$ cat config.mk
export PLATFORM = sky130hd
export DESIGN_NAME = swallow_counter
export DESIGN_NICKNAME = d
export VERILOG_FILES = /design/src/rtl/swallow_counter.sv
export SDC_FILE = /design/constraint.sdc
export NUM_CORES = 1
export LEC_CHECK = 0
export ABC_CLOCK_PERIOD_IN_PS = 1290
export BUFFER_PORTS_ARGS = -buffer_cell sky130_fd_sc_hd__buf_2
export CAP_MARGIN = 5
export CORE_AREA = 8 8 45 47
export DETAILED_ROUTE_END_ITERATION = 16
export DIE_AREA = 0 0 53 55
export GPL_TIMING_DRIVEN = 0
export PLACE_DENSITY_LB_ADDON = 0.1
export SLEW_MARGIN = 10
export SYNTH_ARGS = -nofsm -noshare
export SYNTH_HDL_FRONTEND = slang
export SYNTH_SLANG_ARGS = --single-unit
$ cat constraint.sdc
create_clock -name clk -period 1.29 [get_ports clk]
set_input_delay 0.3225 -clock clk [delete_from_list [all_inputs] [get_ports clk]]
set_output_delay 0.3225 -clock clk [all_outputs]
set_load 0.01 [all_outputs]
$ cat src/rtl/swallow_counter.sv
module swallow_counter #(
  parameter int WIDTH  = 6,
  parameter int LO_MAX = 31,
  parameter int HI_MAX = 47
) (
  input  logic             clk,
  input  logic             rst_n,
  input  logic             ce,
  input  logic [WIDTH-1:0] swallow_val,
  input  logic             band_hi,
  input  logic             reload,
  output logic             mod_out,
  output logic             range_err
);
  localparam logic [WIDTH-1:0] LO_LIM = WIDTH'(LO_MAX);
  localparam logic [WIDTH-1:0] HI_LIM = WIDTH'(HI_MAX);

  logic [WIDTH-1:0] cnt, limit, load_val, borrow;
  logic             over, load_now, step_now, nz, mod_r, err_r;

  assign limit    = band_hi ? HI_LIM : LO_LIM;
  assign over     = swallow_val > limit;
  assign load_val = over ? limit : swallow_val;
  assign load_now = ce & reload;
  assign step_now = ce & ~reload & ~mod_r;
  assign nz       = |cnt;

  for (genvar i = 0; i < WIDTH; i++) begin : g_cell
    if (i == 0) begin : g_lsb
      assign borrow[i] = 1'b1;
    end else begin : g_up
      assign borrow[i] = borrow[i-1] & ~cnt[i-1];
    end

    always_ff @(posedge clk or negedge rst_n) begin
      if (!rst_n)                        cnt[i] <= 1'b0;
      else if (load_now)                 cnt[i] <= load_val[i];
      else if (step_now && nz && borrow[i]) cnt[i] <= ~cnt[i];
    end
  end

  always_ff @(posedge clk or negedge rst_n) begin
    if (!rst_n)        mod_r <= 1'b0;
    else if (load_now) mod_r <= (load_val == '0);
    else if (step_now) mod_r <= (cnt <= WIDTH'(1));
  end

  always_ff @(posedge clk or negedge rst_n) begin
    if (!rst_n)                err_r <= 1'b0;
    else if (load_now && over) err_r <= 1'b1;
  end

  assign mod_out   = mod_r;
  assign range_err = err_r;
endmodule


After elaboration in Yosys (flattened, before gate mapping)
Cells that the tools add are included.

Order comparisons: 2. Reduce and logical (&&, ||, !) cells: 16. Mux-type cells: 16. Bitwise operators: 15.

Operator list (count): two-way mux 1 bit (14); nonzero test 2 bit (7); two-way mux 6 bit (2); inverter 1 bit (8); bitwise AND 1 bit (7); logical AND 1 bit (7); > comparator 6 bit (1); <= comparator 6 x 1 -> 1 bit, second input constant (1); zero test 6 bit (1); OR reduction 6 bit (1).

Bits of input ports: 11. Bits in registers: 8. Word-level logic and storage cells: 57. Output and inout port bits: 2.

Longest topological paths before layout
Depth after elaboration: 8. Gate-level depth with buffers: 6. Mapped depth without buffers: 6.

Least setup slack after synthesis
Ideal clock, no wire load.

Path type: input to register. Start point: input port band_hi. End point: register cnt[4]. Buffers on the path: 0. Path slack: -0.103 ns. Cell stages on the path: 6. Required time: 1.159 ns. Data arrival time: 1.262 ns. Setup time: 0.131 ns. Cells stage by stage: inv_1 ha_1 a21o_1 o21ai_1 mux2i_1 mux2i_1.

Cells in the longest elaborated chain, start to end: 4.

Ends and longest elaborated chain: start: declaration (line 10) `input logic band_hi,`; two-way mux 6 bit (*) (line 21) `assign limit = band_hi ? HI_LIM : LO_LIM;`; > comparator 6 bit (line 22) `assign over = swallow_val > limit;`; two-way mux 6 bit (*) (line 23) `assign load_val = over ? limit : swallow_val;`; two-way mux 1 bit (*) (line 37) `else if (load_now) cnt[i] <= load_val[i];`; end signal: indexed assignment (line 37); end signal: indexed assignment (line 38) `else if (step_now && nz && borrow[i]) cnt[i] <= ~cnt[i];`; end: declaration (line 18) `logic [WIDTH-1:0] cnt, limit, load_val, borrow;`.

Every way passes the cells marked *; elsewhere a longest branch is shown, timed or not. A chain may end at the register's enable or synchronous reset.

Final worst setup path
Start point: register cnt[2]. End point: register cnt[1].

Cells in the longest elaborated chain, start to end: 4.

Ends and longest elaborated chain: OR reduction 6 bit (line 26) `assign nz = |cnt;`; logical AND 1 bit (2 in series) (line 38); nonzero test 2 bit (no line).

Every way passes these cells.

==> summary.txt <==
Run status
  – Status: complete, but fails checks
  – Failing checks: negative setup slack

Detailed routing
  – Initial DRC count: 6
  – Routed wire length: between 1000 and 1500 µm
  – Residual DRC: 0
  – DR WL/cell: 12.80 µm
  – Routed vias/inst: 5.356
  – Final ANT Viol Nets: 0
  – Vias: 482
  – Drt first pass iters: 3

Cells and area
  – Layout cell share with drive strength beyond 1: 0.3243
  – Core Util, Final: 0.4819
  – Design area: 666.9 µm²
  – Final nets: 89
  – Area Growth Syn to Fin: 31.28%
  – FILL cells: 147
  – Post-route insts no fill: 90
  – Footprint of the multi-input gates: 331.6 µm²
  – Sequential Area: 200.2 µm²
  – Number of antenna diodes: 0

Clocking
  – Buffer depth of the longest clock path: 2
  – Clk sinks: 8
  – H-tree levels: 1
  – CTS tree: done
  – Root buf cell: clkbuf_4
  – Num CTS Buffers: 3
  – Worst-skew pair later-pin latency: 0.25 ns
  – Clock transition at path regs: 0.05 ns

Timing
  – Max-slew violations: 0
  – RSZ-0062 raised after global routing: true
  – Clk_skew: 0.001481 ns
  – Slew @ Worst Pin: 0.3459 ns
  – Final clock period utilization by the worst path: 1.089
  – Final WS setup: -0.1143 ns
  – Final Hold Viols: 0
  – Relative slew margins: 0.7688
  – Final setup violation count: 2
  – Final setup TNS: -0.2285 ns
  – Period minus WS final: 1.404 ns
  – Min Hold Slack: 0.3695 ns
  – Max Fclk: between 700 and 800 MHz

Worst setup path
  – Crit-path max FO: 3
  – Worst EP arrival: ~1.5 ns
  – Critical Path RT: 1.43 ns
  – Worst setup EP type: register
  – Crit Path Class: reg2reg
  – Crit path launch type: register
  – FF-to-FF setup slack: -0.11 ns

Synthesis
  – Post-synth EDFFs: 0
  – Post-synth net total: 69
  – Cell Area, Synth: 508.0 µm²
  – Synth Flop Type: dfrtp_1
  – Async set or reset register ratio after synthesis: 1.000
  – Synthesized flop and latch total: 8
  – Avg Inst Size Synth: 9.071 µm²
  – Netlist cell types: 24
  – Dominant cells by area after synthesis: dfrtp_1 39%, mux2i_1 9.9%, nand2_1 5.2%
  – Commonest cells in the synthesized netlist: 8 x dfrtp_1, 7 x nand2_1, 5 x mux2i_1, 4 x o21ai_0, 4 x o21ai_1
  – Syn Inst Count: 56
  – Post-synth top area cell: dfrtp_1
  – Most common cell in the netlist: dfrtp_1
  – Yosys top cell area share: 0.3941
  – Syn. warnings: 0
  – Sequential cell area fraction in the yosys report: 0.3941

Global routing
  – Largest net degree at the start of global routing: 11
  – Total gr overflow: 0
  – Total Routing Usage GR: 0.1013
  – Number of global-route vias before repair: about 490
  – Global-route wire length before repair: 2097 µm
  – Antenna violations before repair: 0

Power
  – Peak supply drop: 419.7 µV
  – Leakage power: slightly above 0.3 nW
  – PD cells: 1070 nW/µm²

Placed design
  – Post-DP HPWL: 912.7 µm
  – Gpl congestion: ~0.7
  – # port buffers: 12
  – Area post-placement: ~600 µm²
  – Inst Count DP: between 80 and 90

Floorplan
  – IO Pins: 13
  – Placement row count: 14
  – Die width: 53 µm
  – Total core area: 1384 µm²
  – Initial core utilization: 0.3671
  – Full die area: 2915 µm²
  – Die height: 55 µm

Worst hold path
  – Worst hold path type: in2reg

Run
  – Max cap viols: 0
-- through the flow --
step           power [mW]  setup slack, ns
3_5_place_dp       0.5002          -0.2582
3_3_place_gp       0.4984          -0.2912
6_report           0.7135          -0.1143
4_1_cts            0.7213          -0.1282
2_1_floorplan      0.4383         -0.07859
5_1_grt            0.7791          -0.1937
-- worst paths after layout --
check | start | to | cells past startpoint
worst max register to register | cnt[2] | cnt[1] | 4
worst max-delay path | cnt[2] | cnt[1] | 4
worst min-delay path | swallow_val[3] | cnt[3] | 3
min in group asynchronous | rst_n | cnt[2] | 2
worst min register to register | range_err | range_err | 1
max in group asynchronous | rst_n | cnt[4] | 2
-- report_power, final --
group	total, mW	internal [mW]	switching (mW)
Clock	0.188	0.106	0.0819
Sequential	0.335	0.291	0.0439
Combinational	0.191	0.0963	0.0945
Total	0.713	0.493	0.220
-- kinds of logic after synthesis --
group | synth area share
simple gates | 0.2439
compound gates | 0.1995
flops | 0.3941
mux | 0.09853
buf+inv | 0.01478
fa+ha+maj | 0.04925
-- state kept, by name, indices dropped and copies added, names as in the netlist --
register,cells
cnt,6
range_err,1
mod_out,1
-- cell usage in the layout (no fill, tap or decap), types with 3 or more instances in the layout --
cell      count
a21oi_1       3
clkbuf_4      3
o21ai_0       4
nand2_1       7
buf_2        12
mux2i_1       5
dfrtp_1       8
-- layer usage --
metal | vias to the layer above | track usage | share of wire
met5 | - | 0 | 0
met4 | 0 | 0.1034 | 0.043
met3 | 4 | 0.02406 | 0.016
met2 | 12 | 0.1426 | 0.44
met1 | 217 | 0.1211 | 0.50
li1 | 249 | - | -
-- timing repair --
item / CTS / global route
hold endpoints to repair: 8 / 0
setup buffers: 2 / 0
setup endpoints to repair: 4 / 7
resized for setup: 3 / 0
pin swaps: 1 / 0
hold buffers: 1 / 0
-- critical path, stage by stage, from the launching register on --
cell and delay (ns):
dfrtp_1 0.38, or4_4 0.56, nand2_1 0.09, o21ai_1 0.06
a22o_1 0.21
-- final cells by class --
class | instances | area share
Timing Repair Buffer | 15 | 0.1276
Tap cell | 16 | 0.03002
Sequential cell | 8 | 0.3002
Multi-Input combinational cell | 46 | 0.4972
Clock buffer | 3 | 0.03377
Inverter | 2 | 0.01126
No activity file was read; power rests on OpenSTA's default activity.
